`config.mk`:
```
export PLATFORM = sky130hd
export DESIGN_NAME = adc_host_port
export DESIGN_NICKNAME = d
export VERILOG_FILES = /design/src/rtl/adc_host_port_pkg.sv /design/src/rtl/adc_host_port_ctrl.sv /design/src/rtl/adc_host_port_dp.sv /design/src/rtl/adc_host_port.sv
export SDC_FILE = /design/constraint.sdc
export NUM_CORES = 1
export LEC_CHECK = 0
export ABC_AREA = 1
export ABC_CLOCK_PERIOD_IN_PS = 3200
export BUFFER_PORTS_ARGS = -buffer_cell sky130_fd_sc_hd__clkbuf_2
export CAP_MARGIN = 20
export CELL_PAD_IN_SITES_DETAIL_PLACEMENT = 0
export CELL_PAD_IN_SITES_GLOBAL_PLACEMENT = 1
export CORE_ASPECT_RATIO = 1.4
export CORE_MARGIN = 1
export CORE_UTILIZATION = 28
export DETAILED_ROUTE_END_ITERATION = 8
export PLACE_DENSITY_LB_ADDON = 0.12
export SETUP_SLACK_MARGIN = 0.5
export SLEW_MARGIN = 30
export SYNTH_ARGS = -nofsm -noshare
export SYNTH_HDL_FRONTEND = slang
export SYNTH_SLANG_ARGS = --single-unit
```
`constraint.sdc`:
```
create_clock -name clk -period 3.2 [get_ports clk]
set_input_delay 0.16 -clock clk [delete_from_list [all_inputs] [get_ports clk]]
set_output_delay 0.16 -clock clk [all_outputs]
set_load 0.01 [all_outputs]
```
`src/rtl/adc_host_port_pkg.sv`:
```
package adc_host_port_pkg;

  // Strobes from the control half to the datapath half
  typedef struct packed {
    logic loadWord;    // full-width control write
    logic loadLow;     // byte mode, low half write
    logic loadHigh;    // byte mode, high half write (commits)
    logic startConv;   // accepted start edge
    logic finishConv;  // last busy cycle, capture result
    logic rdEn;        // read strobe active
    logic rdHigh;      // byte mode upper half selected
    logic byteMode;    // byte transfers selected
  } hostStrobe_t;

endpackage

```
`src/rtl/adc_host_port_ctrl.sv`:
```
module adc_host_port_ctrl
  import adc_host_port_pkg::*;
#(
  parameter int CONV_CYCLES = 14
) (
  input  logic        clk,
  input  logic        rstN,
  input  logic        csN,
  input  logic        rdN,
  input  logic        wrN,
  input  logic        wordMode,
  input  logic        halfSel,
  input  logic        convStartN,
  output hostStrobe_t strb,
  output logic        busy
);

  localparam int CNT_W = (CONV_CYCLES > 1) ? $clog2(CONV_CYCLES) : 1;
  localparam logic [CNT_W-1:0] CNT_LOAD = CNT_W'(CONV_CYCLES - 1);

  logic             wrAct;
  logic             wrActD;
  logic             wrPulse;
  logic             convD;
  logic             startFall;
  logic             busyQ;
  logic [CNT_W-1:0] cntQ;
  logic             lastCycle;

  // Write strobe: only the first edge of an active pulse counts
  assign wrAct   = !csN && !wrN;
  assign wrPulse = wrAct && !wrActD;

  always_ff @(posedge clk or negedge rstN) begin
    if (!rstN) wrActD <= 1'b0;
    else       wrActD <= wrAct;
  end

  // Start edge detection on the sampled start input
  assign startFall = convD && !convStartN;

  always_ff @(posedge clk or negedge rstN) begin
    if (!rstN) convD <= 1'b1;
    else       convD <= convStartN;
  end

  assign lastCycle = busyQ && (cntQ == '0);

  // Conversion timer
  always_ff @(posedge clk or negedge rstN) begin
    if (!rstN) begin
      busyQ <= 1'b0;
      cntQ  <= '0;
    end else if (!busyQ) begin
      if (startFall) begin
        busyQ <= 1'b1;
        cntQ  <= CNT_LOAD;
      end
    end else if (lastCycle) begin
      busyQ <= 1'b0;
    end else begin
      cntQ <= cntQ - 1'b1;
    end
  end

  always_comb begin
    strb            = '0;
    strb.loadWord   = wrPulse && wordMode;
    strb.loadLow    = wrPulse && !wordMode && !halfSel;
    strb.loadHigh   = wrPulse && !wordMode && halfSel;
    strb.startConv  = startFall && !busyQ;
    strb.finishConv = lastCycle;
    strb.rdEn       = !csN && !rdN;
    strb.rdHigh     = halfSel;
    strb.byteMode   = !wordMode;
  end

  assign busy = busyQ;

endmodule

```
`src/rtl/adc_host_port_dp.sv`:
```
module adc_host_port_dp
  import adc_host_port_pkg::*;
#(
  parameter int DATA_W = 12,
  parameter int BYTE_W = 8,
  parameter int CHAN_W = 3
) (
  input  logic              clk,
  input  logic              rstN,
  input  hostStrobe_t       strb,
  input  logic [DATA_W-1:0] dataIn,
  input  logic [DATA_W-1:0] resultIn,
  input  logic [CHAN_W-1:0] chanIn,
  output logic [DATA_W-1:0] ctrlReg,
  output logic [DATA_W-1:0] dataOut,
  output logic              dataOutEn
);

  localparam int HI_W = DATA_W - BYTE_W;

  logic [BYTE_W-1:0] lowPend;
  logic [DATA_W-1:0] ctrlQ;
  logic [CHAN_W-1:0] chanPend;
  logic [DATA_W-1:0] resQ;
  logic [CHAN_W-1:0] chanQ;
  logic [DATA_W-1:0] lowLane;
  logic [DATA_W-1:0] hiLane;

  // Control register, word load or two-step byte load
  always_ff @(posedge clk or negedge rstN) begin
    if (!rstN) begin
      lowPend <= '0;
      ctrlQ   <= '0;
    end else begin
      if (strb.loadWord) ctrlQ   <= dataIn;
      if (strb.loadLow)  lowPend <= dataIn[BYTE_W-1:0];
      if (strb.loadHigh) ctrlQ   <= {dataIn[HI_W-1:0], lowPend};
    end
  end

  // Result and channel tag capture
  always_ff @(posedge clk or negedge rstN) begin
    if (!rstN) begin
      chanPend <= '0;
      resQ     <= '0;
      chanQ    <= '0;
    end else begin
      if (strb.startConv) chanPend <= chanIn;
      if (strb.finishConv) begin
        resQ  <= resultIn;
        chanQ <= chanPend;
      end
    end
  end

  // Byte lanes, built bit by bit with zero fill
  for (genvar i = 0; i < DATA_W; i++) begin : gLane
    if (i < BYTE_W) begin : gLow
      assign lowLane[i] = resQ[i];
    end else begin : gLowZ
      assign lowLane[i] = 1'b0;
    end
    if (i < HI_W) begin : gHiRes
      assign hiLane[i] = resQ[BYTE_W + i];
    end else if (i < HI_W + CHAN_W) begin : gHiTag
      assign hiLane[i] = chanQ[i - HI_W];
    end else begin : gHiZ
      assign hiLane[i] = 1'b0;
    end
  end

  always_comb begin
    dataOut = '0;
    if (strb.rdEn) begin
      if (!strb.byteMode)   dataOut = resQ;
      else if (strb.rdHigh) dataOut = hiLane;
      else                  dataOut = lowLane;
    end
  end

  assign dataOutEn = strb.rdEn;
  assign ctrlReg   = ctrlQ;

endmodule

```
`src/rtl/adc_host_port.sv`:
```
module adc_host_port
  import adc_host_port_pkg::*;
#(
  parameter int DATA_W      = 12,
  parameter int BYTE_W      = 8,
  parameter int CHAN_W      = 3,
  parameter int CONV_CYCLES = 14
) (
  input  logic              clk,
  input  logic              rstN,
  input  logic              csN,
  input  logic              rdN,
  input  logic              wrN,
  input  logic              wordMode,
  input  logic [DATA_W-1:0] dataIn,
  input  logic              convStartN,
  input  logic [DATA_W-1:0] resultIn,
  input  logic [CHAN_W-1:0] chanIn,
  output logic [DATA_W-1:0] dataOut,
  output logic              dataOutEn,
  output logic              busy,
  output logic [DATA_W-1:0] ctrlReg
);

  hostStrobe_t strb;

  adc_host_port_ctrl #(
    .CONV_CYCLES(CONV_CYCLES)
  ) uCtrl (
    .clk       (clk),
    .rstN      (rstN),
    .csN       (csN),
    .rdN       (rdN),
    .wrN       (wrN),
    .wordMode  (wordMode),
    .halfSel   (dataIn[BYTE_W]),
    .convStartN(convStartN),
    .strb      (strb),
    .busy      (busy)
  );

  adc_host_port_dp #(
    .DATA_W(DATA_W),
    .BYTE_W(BYTE_W),
    .CHAN_W(CHAN_W)
  ) uDp (
    .clk      (clk),
    .rstN     (rstN),
    .strb     (strb),
    .dataIn   (dataIn),
    .resultIn (resultIn),
    .chanIn   (chanIn),
    .ctrlReg  (ctrlReg),
    .dataOut  (dataOut),
    .dataOutEn(dataOutEn)
  );

endmodule

```
==> flow_summary.json, run 1 <==
{
  "status": "finished, final reports clean",
  "antenna_cells": 0,
  "dpl_cell_area_um2": 2524,
  "hold_path_class": "in2reg",
  "grt_pass1_wl_um": 8521,
  "finalWeightedCongestion": 0.7228,
  "synth_async_sr_flop_share_pct": 100.0,
  "p_leak_nw": 1.510,
  "cts_resized": 0,
  "grt_max_degree": 31,
  "clkPwrFrac_pct": 20.5,
  "cp.arrival_ns": 1.74,
  "drc": 0,
  "viasPerCell": 4.214,
  "synth.most_common_cell": "nand2_1",
  "drt-total-wl_um": 4994,
  "finalMaxSlewViolations": 0,
  "fmax_mhz": 649.9,
  "io_pins": 60,
  "clockBufferDepth": 2,
  "hold_viol_final": 0,
  "syn_inst": 271,
  "clk_pin_slew_ns": 0.08,
  "seqPwrFrac_pct": 50.3,
  "core_area_um2": 7407,
  "synth-seq-cells": 45,
  "synth_area_per_cell_um2": 7.974,
  "max_cap_violations": 0,
  "grt_pass1_vias": 1846,
  "critPathKind": "reg2reg",
  "synth_area_um2": 2161,
  "antenna_found_initial": 0,
  "max_slew_margin_pct": 65.38,
  "initial_core_util_pct": 29.17,
  "dp_hpwl_um": 3528,
  "post_synth_num_cell_types": 27,
  "holdPathStages": 2,
  "vias": 1812,
  "port_buffers": 59,
  "p_switching_mw": 0.6200,
  "reg2reg_depth": 4,
  "dieHeight_um": 105.9,
  "yosysSeqAreaShare_pct": 52.17,
  "fin_util_pct": 35.63,
  "wl_per_cell_um": 11.61,
  "clk_latency_ns": 0.29,
  "ys_dominant_reg_cell": "dfrtp_1",
  "synth_area_leaders": "dfrtp_1 (51%), nand2_1 (14%), nor2_1 (7.6%), inv_1 (5.7%), o21ai_0 (5.3%)",
  "worst_pin_slew_ns": 0.5192,
  "drt-pass1-iter-count": 4,
  "grt_usage_pct": 13.56,
  "cts_buffers": 5,
  "worst_setup_path_end_kind": "flip-flop",
  "worst_setup_path_start_kind": "flip-flop",
  "cts_setup_buffers": 0,
  "period_minus_slack_ns": 1.539,
  "clock_sinks": 45,
  "pwr-share-comb_pct": 29.2,
  "drtAntennaViolNets": 0,
  "root_buffer": "clkbuf_8",
  "setup_viol": 0,
  "synth_edf_count": 0,
  "yosysWarnings": 0,
  "synth_area_leader_cell": "dfrtp_1",
  "dieArea_um2": 8077,
  "drtIter0Drc": 107,
  "cts_tree": "yes",
  "rsz0062_at_grt": "no",
  "drive_above_1_share_pct": 25.53,
  "syn_nets": 307,
  "intPower_mw": 1.155,
  "syn_to_final_growth_pct": 22.12,
  "overflow": 0,
  "yosys.area.top_type_share_pct": 50.96,
  "row_count": 37,
  "p_sw_share_pct": 34.94,
  "htree_levels": 2,
  "finalCritPeriodShare_pct": 48.09,
  "nNetsFinal": 368,
  "crit_fanout": 30,
  "yosys-top-cells-count": "nand2_1 (83), dfrtp_1 (44), nor2_1 (44), inv_1 (33), o21ai_0 (23)",
  "tns_ns": 0,
  "required_ns": 3.40,
  "finClkSkew_ns": 0.004571,
  "power_density_nw_per_um2": 672.5,
  "die-width_um": 76.25,
  "vdd_ir_drop_max_uv": 252.5,
  "stdcell_area_um2": 2639
}
through the flow:
stage	hold slack, ns	worst slack, ns	instances	power (mW)
detailed placement	0.1719	1.288	420	1.432
floorplan	-0.1356	2.028	271	1.240
CTS	0.05935	1.267	430	1.811
global placement	0.1690	1.381	420	1.419
global route	0.05654	1.471	430	1.945
finish	0.06855	1.661	430	1.774
cell usage in the layout, fill, tap and decap left out, types with 2 or more instances in the layout:
master / instances
nand2_1: 83
clkbuf_2: 59
nor2_1: 44
dfrtp_1: 44
inv_1: 33
o21ai_0: 23
o21ai_2: 6
clkbuf_8: 6
a21oi_1: 5
nand3_1: 5
nand3_2: 3
nor2_2: 2
o21ai_1: 2
ha_1: 2
clkbuf_1: 2
dlygate4sd3_1: 2
cell type report:
cell class,count,area (um2)
Fill cell,820,4768
Tap cell,97,121.4
Timing Repair Buffer,62,322.8
Sequential cell,45,1127
Clock buffer,8,90.09
Inverter,35,133.9
Multi-Input combinational cell,183,843.3
logic make-up after synthesis:
group / count (synthesis) / share of synthesized area [%]
adder cells (fa/ha/maj): 2 / 1.158
AO/OA/AOI/OAI: 37 / 9.728
AND/OR/NAND/NOR: 143 / 27.50
XOR/XNOR: 1 / 0.4054
buffers and inverters: 43 / 9.033
flip-flops: 45 / 52.17
worst max-delay path: stages, from the launching register on:
cell	delay, ns
dfrtp_1	0.38
inv_1	0.13
ha_1	0.20
nand3_2	0.41
o21ai_0	0.33
what timing repair did:
action | CTS | global route
hold buffers | 2 | 0
setup endpoints to repair | 0 | 0
endpoints found under the hold margin | 20 | 0
flip-flops by register name, indices dropped and copies added, names as in the netlist:
register / cells
uCtrl.busy: 1
uCtrl.cntQ: 4
uCtrl.convD: 1
uCtrl.wrActD: 1
uDp.chanPend: 3
uDp.chanQ: 3
uDp.ctrlReg: 12
uDp.lowPend: 8
uDp.resQ: 12
routing by layer:
metal  track usage (%)  vias to the layer above  wire length, um
li1                  -                      947                -
met1             15.29                      824             2193
met2             24.58                       35             2594
met3             2.918                        6              137
met4             5.495                        0               68
met5                 0                        -                0
final timing paths:
check,from,end,slack (ns)
worst max-delay path,uCtrl.cntQ[0]$_DFFE_PN0P_,uDp.chanQ[1]$_DFFE_PN0P_,1.66
worst min-delay path,wrN,uCtrl.wrActD$_DFF_PN0_,0.07
worst max register to register,uCtrl.cntQ[0]$_DFFE_PN0P_,uDp.chanQ[1]$_DFFE_PN0P_,1.66
worst min register to register,uDp.ctrlReg[4]$_DFFE_PN0P_,uDp.ctrlReg[4]$_DFFE_PN0P_,0.48
max in group asynchronous,rstN,uCtrl.convD$_DFF_PN1_,2.05
min in group asynchronous,rstN,uDp.ctrlReg[11]$_DFFE_PN0P_,0.36
power groups by stage:
| stage | registers (mW) | clock network, mW | logic (mW) |
|---|---|---|---|
| finish | 0.892 | 0.364 | 0.518 |
| global route | 0.916 | 0.409 | 0.620 |
| CTS | 0.895 | 0.387 | 0.530 |
| detailed placement | 0.905 | 0 | 0.527 |
| global placement | 0.904 | 0 | 0.515 |
| floorplan | 0.883 | 0 | 0.357 |
(Power assumes the default switching activity.)
==> inputs of run 2 (changes only) <==
--- a/config.mk
+++ b/config.mk
@@ -6,7 +6,7 @@
 export NUM_CORES = 1
 export LEC_CHECK = 0
 export ABC_AREA = 1
-export ABC_CLOCK_PERIOD_IN_PS = 3200
+export ABC_CLOCK_PERIOD_IN_PS = 1390
 export BUFFER_PORTS_ARGS = -buffer_cell sky130_fd_sc_hd__clkbuf_2
 export CAP_MARGIN = 20
 export CELL_PAD_IN_SITES_DETAIL_PLACEMENT = 0
==> constraint.sdc (replaced) <==
create_clock -name clk -period 1.39 [get_ports clk]
set_input_delay 0.0695 -clock clk [delete_from_list [all_inputs] [get_ports clk]]
set_output_delay 0.0695 -clock clk [all_outputs]
set_load 0.01 [all_outputs]
==> run 2 against run 1 <==
Clock power grew to 3.3 times the previous value. Design area grew 24%. First-iteration DRC count fell by 31%. Global-route usage up 2.1 points. Via count grew 13%. Final cell count increased by 11%. Total power grew to 3.0 times the previous value. Count of clock-buffer cells in the layout shrank 3. Setup slack lost 1.5 ns. Maximum frequency rose by 28%. Critical path depth increased by 2. Sequential share of layout area down 8.3 points. Critical path type unchanged. Largest cell class unchanged.
==> flow_summary.json, run 2 (same netlist as run 1, synthesis figures left out) <==
{
  "status": "finished, final reports clean",
  "drt-total-wl_um": 6082,
  "vdd_ir_drop_max_uv": 694.1,
  "grt_max_degree": 46,
  "root_buffer": "clkbuf_8",
  "worst_setup_path_end_kind": "flip-flop",
  "grtUsageMet2_pct": 30.24,
  "grt_usage_pct": 15.64,
  "dieArea_um2": 8077,
  "clk_latency_ns": 0.30,
  "whs_endpoint": "uDp.chanPend[1]$_DFFE_PN0P_",
  "rr_endpoint": "uCtrl.cntQ[3]$_DFFE_PN0P_",
  "wl_per_cell_um": 12.75,
  "hold_start": "chanIn[1]",
  "setup_viol": 0,
  "total_power_mw": 5.365,
  "nNetsFinal": 415,
  "holdPathStages": 3,
  "clock_sinks": 45,
  "drtIter0Drc": 74,
  "row_count": 37,
  "worst_setup_path_start_kind": "flip-flop",
  "io_pins": 60,
  "finalMaxSlewViolations": 0,
  "use_met3_pct": 2.489,
  "multi_input_area_um2": 1069,
  "antenna_cells": 0,
  "clk_pin_slew_ns": 0.09,
  "hold_path_class": "in2reg",
  "met1_usage_pct": 16.45,
  "die-width_um": 76.25,
  "regToRegSetupSlack_ns": 0.19,
  "final_common_cell": "nand2_1",
  "finClkSkew_ns": 0.006272,
  "htree_levels": 2,
  "tns_ns": 0,
  "timing.hold.ws_ns": 0.005667,
  "core_area_um2": 7407,
  "cts_tree": "yes",
  "vias": 2053,
  "ff_latch_area_um2": 1129,
  "cp.arrival_ns": 1.45,
  "rsz0062_at_grt": "yes",
  "r2r-start": "uCtrl.cntQ[2]$_DFFE_PN0P_",
  "syn_to_final_growth_pct": 51.53,
  "period_minus_slack_ns": 1.202,
  "grt_pass1_wl_um": 9666,
  "overflow": 0,
  "finalWeightedCongestion": 0.7089,
  "grt.busiest_layer": "met2",
  "nFillCells": 790,
  "layout_common_cells": "nand2_1 (75), clkbuf_2 (49), dfrtp_1 (43)",
  "reg2reg_depth": 6,
  "power_density_nw_per_um2": 1638,
  "dieHeight_um": 105.9,
  "drt-pass1-iter-count": 4,
  "grt_pass1_vias": 1982,
  "finalCritPeriodShare_pct": 86.50,
  "required_ns": 1.64,
  "initial_core_util_pct": 29.17,
  "drive_above_1_share_pct": 38.16,
  "viasPerCell": 4.304,
  "worst_pin_slew_ns": 0.3983,
  "clockBufferDepth": 2,
  "p_leak_nw": 1.795,
  "dp_hpwl_um": 3593,
  "crit_fanout": 6,
  "drtAntennaViolNets": 0,
  "drc": 0,
  "max_slew_margin_pct": 73.39,
  "cts_buffers": 5,
  "critPathKind": "reg2reg",
  "antenna_found_initial": 0,
  "max_cap_violations": 0,
  "port_buffers": 59,
  "fmax_mhz": 831.7,
  "hold_viol_final": 0
}
## run 2: cell count changes in the layout (fill, tap and decap cells not counted), moves of 5 or more
cell / previous run / this run
buf_4: 1 / 27
o21ai_0: 23 / 4
o21ai_1: 2 / 17
dlygate4sd3_1: 2 / 14
buf_2: 0 / 10
clkbuf_2: 59 / 49
nand2_1: 83 / 75
nand3_4: 0 / 7
nand2_2: 1 / 6
## run 2: where the power goes
part | internal [mW] | switching [mW] | leakage [nW] | total (mW)
Combinational | 1.03 | 1.04 | 1.18 | 2.07
Clock | 0.715 | 0.476 | 0.0681 | 1.19
Sequential | 1.77 | 0.334 | 0.544 | 2.11
Total | 3.52 | 1.85 | 1.79 | 5.36
## run 2: routing by layer
layer	vias to the layer above	wire length, um
li1	1062	-
met1	946	2457
met2	35	3326
met3	10	145
met4	0	152
met5	-	0
## run 2: metrics by stage
step | instances | util [%] | worst slack (ns) | cell area (um2)
after CTS | 462 | 42.09 | 0.2082 | 3118
after global routing | 477 | 44.21 | 0.1236 | 3274
final | 477 | 44.21 | 0.1877 | 3274
after floorplan | 271 | - | 0.3237 | 2245
after detailed placement | 422 | 35.29 | 0.1306 | 2614
after global placement | 422 | 35.29 | 0.1378 | 2614
## run 2: worst max-delay path, cell delays in order, from the launching register on
cell     delay, ns
dfrtp_1       0.44
nor2_4        0.23
nand2_2       0.09
nand2_4       0.11
buf_4         0.12
nand3_1       0.08
nand2_2       0.07
## run 2: area by class of cell
| type | instances | share of cell area (%) |
|---|---|---|
| clock buffer | 5 | 2.102 |
| tap | 97 | 3.707 |
| multi-input combinational | 189 | 32.63 |
| sequential | 45 | 34.47 |
| inverter | 35 | 4.318 |
| timing repair buffer | 103 | 20.79 |
| clock inverter | 3 | 1.987 |
## run 2: timing repair
item	CTS	global route
buffers inserted	13	14
hold endpoints to repair	57	1
gates cloned	6	0
resized for setup	20	24
pin swaps	16	8
hold buffers	13	1
setup endpoints to repair	66	68
## run 2: how the worst max path moves through the flow
stage,cells after the start,endpoint,from,slack [ns]
after CTS,3,dataOut[2],uDp.resQ[10]$_DFFE_PN0P_,0.21
after floorplan,5,uDp.resQ[5]$_DFFE_PN0P_,uCtrl.cntQ[0]$_DFFE_PN0P_,0.32
final,6,uCtrl.cntQ[3]$_DFFE_PN0P_,uCtrl.cntQ[2]$_DFFE_PN0P_,0.19
after global placement,5,uDp.resQ[11]$_DFFE_PN0P_,uCtrl.cntQ[0]$_DFFE_PN0P_,0.14
after global routing,7,uCtrl.cntQ[3]$_DFFE_PN0P_,uCtrl.cntQ[0]$_DFFE_PN0P_,0.12
after detailed placement,5,uDp.resQ[11]$_DFFE_PN0P_,uCtrl.cntQ[0]$_DFFE_PN0P_,0.13
==> inputs of run 3 (changes only) <==
--- a/config.mk
+++ b/config.mk
@@ -15,7 +15,8 @@
 export CORE_MARGIN = 1
 export CORE_UTILIZATION = 28
 export DETAILED_ROUTE_END_ITERATION = 8
-export PLACE_DENSITY_LB_ADDON = 0.12
+export PLACE_DENSITY = 0.66
+export RECOVER_POWER = 25
 export SETUP_SLACK_MARGIN = 0.5
 export SLEW_MARGIN = 30
 export SYNTH_ARGS = -nofsm -noshare
==> constraint.sdc (replaced) <==
create_clock -name clk -period 1.39 [get_ports clk]
set_input_delay 0 -clock clk [delete_from_list [all_inputs] [get_ports clk]]
set_output_delay 0 -clock clk [all_outputs]
set_load 0.01 [all_outputs]
==> run 3 against run 2 <==
Clock skew up 0.0016 ns. Highest routed layer unchanged. Hold slack improved by 0.025 ns. Total power fell by 2.4%.
==> flow_summary.json, run 3 (same netlist as run 1, synthesis figures left out) <==
{
  "ff_latch_area_um2": 1130,
  "antenna_found_initial": 0,
  "drive_above_1_share_pct": 38.64,
  "r2r-start": "uCtrl.wrActD$_DFF_PN0_",
  "tns_ns": 0,
  "drtIter0Drc": 88,
  "rsz0062_at_grt": "yes",
  "wl_per_cell_um": 12.48,
  "core_area_um2": 7407,
  "critPathMaxStageDelay_ns": 0.45,
  "crit_buf_inv": 0,
  "drt-total-wl_um": 5989,
  "grt_usage_pct": 15.58,
  "finClkSkew_ns": 0.007829,
  "instances_no_fill": 480,
  "dp_hpwl_um": 3726,
  "final_common_cell": "nand2_1",
  "row_count": 37,
  "syn_to_final_growth_pct": 56.11,
  "crit_fanout": 8,
  "cp-startpoint": "uCtrl.wrActD$_DFF_PN0_",
  "setup_viol": 0,
  "io_pins": 60,
  "cp_top_family": "simple AND/OR/NAND/NOR gates",
  "htree_levels": 2,
  "regToRegSetupSlack_ns": 0.25,
  "total_power_mw": 5.239,
  "overflow": 0,
  "hold_viol_final": 0,
  "layout_common_cells": "nand2_1 (70), clkbuf_2 (50), dfrtp_1 (42)",
  "vias": 2106,
  "critPathKind": "reg2reg",
  "multi_input_area_um2": 1101,
  "die-width_um": 76.25,
  "finalWeightedCongestion": 0.7415,
  "hold_start": "wrN",
  "clk_latency_ns": 0.29,
  "antenna_cells": 0,
  "power_density_nw_per_um2": 1553,
  "finalMaxSlewViolations": 0,
  "clk_pin_slew_ns": 0.09,
  "worst_setup_path_start_kind": "flip-flop",
  "port_buffers": 59,
  "clockBufferDepth": 2,
  "grt_pass1_vias": 2133,
  "required_ns": 1.58,
  "dieArea_um2": 8077,
  "initial_core_util_pct": 29.17,
  "drc": 0,
  "crit_chain": "nor3_4 > nand2_4 > nand2_1 > o21ai_2",
  "period_minus_slack_ns": 1.140,
  "clock_sinks": 45,
  "fmax_mhz": 876.9,
  "dieHeight_um": 105.9,
  "cp.arrival_ns": 1.33,
  "vdd_ir_drop_max_uv": 1043,
  "root_buffer": "clkbuf_8",
  "viasPerCell": 4.388,
  "hold_path_class": "in2reg",
  "worst_pin_slew_ns": 0.4265,
  "cts_buffers": 5,
  "worst_setup_path_end_kind": "flip-flop",
  "max_cap_violations": 0,
  "max_slew_margin_pct": 71.50,
  "cts_tree": "yes",
  "grt_max_degree": 20,
  "dp.cells": 424,
  "finalCritPeriodShare_pct": 82.05,
  "nNetsFinal": 418,
  "nFillCells": 773,
  "status": "finished, final reports clean",
  "grt_pass1_wl_um": 9908,
  "p_leak_nw": 1.804,
  "drtAntennaViolNets": 0,
  "drt-pass1-iter-count": 4,
  "crit_slowest_cell": "dfrtp_2"
}
[run 3: power by group]
part	switching, mW	leakage [nW]	total (mW)	internal (mW)
sequential	0.322	0.543	2.10	1.77
clock	0.451	0.0681	1.17	0.714
combinational	0.991	1.19	1.98	0.987
[run 3: cell type report]
type / count / share of cell area (%)
clock inverters: 3 / 1.929
multi-input cells: 189 / 32.64
repair buffers: 106 / 22.18
flip-flops and latches: 45 / 33.49
clock buffers: 5 / 2.040
inverters: 35 / 4.117
well taps: 97 / 3.598
[run 3: metal layers]
metal | vias to the layer above | share of wire [%] | GRT usage, %
met3 | 5 | 2.6 | 3.004
met2 | 36 | 56 | 30.50
met1 | 1002 | 41 | 17.02
li1 | 1063 | - | -
met5 | - | 0 | 0
met4 | 0 | 0.73 | 3.434
[run 3: worst paths after layout]
| path | end | cells past startpoint |
|---|---|---|
| hold / removal | uCtrl.wrActD$_DFF_PN0_ | 2 |
| min in group asynchronous | uDp.ctrlReg[0]$_DFFE_PN0P_ | 2 |
| setup reg to reg | uDp.lowPend[1]$_DFFE_PN0P_ | 4 |
| max in group asynchronous | uCtrl.convD$_DFF_PN1_ | 3 |
| hold reg to reg | uDp.ctrlReg[1]$_DFFE_PN0P_ | 2 |
| setup / recovery | uDp.lowPend[1]$_DFFE_PN0P_ | 4 |
[run 3: through the flow]
| stage | setup slack [ns] | area, um2 | util (%) | hold WS (ns) |
|---|---|---|---|---|
| 2_1_floorplan | 0.3237 | 2245 | - | -0.2956 |
| 3_3_place_gp | 0.2418 | 2629 | 35.49 | -0.03737 |
| 3_5_place_dp | 0.2053 | 2629 | 35.49 | -0.03307 |
| 4_1_cts | 0.2441 | 3233 | 43.65 | -0.007821 |
| 5_1_grt | 0.1706 | 3373 | 45.54 | 0.01528 |
| 6_report | 0.2496 | 3373 | 45.54 | 0.03027 |
[run 3: what timing repair did]
item,4_1_cts,5_1_grt
buffers inserted,6,8
pin swaps,15,4
hold endpoints to repair,44,0
setup endpoints to repair,56,75
resized for setup,26,36
cloned,5,1
hold buffers,28,0
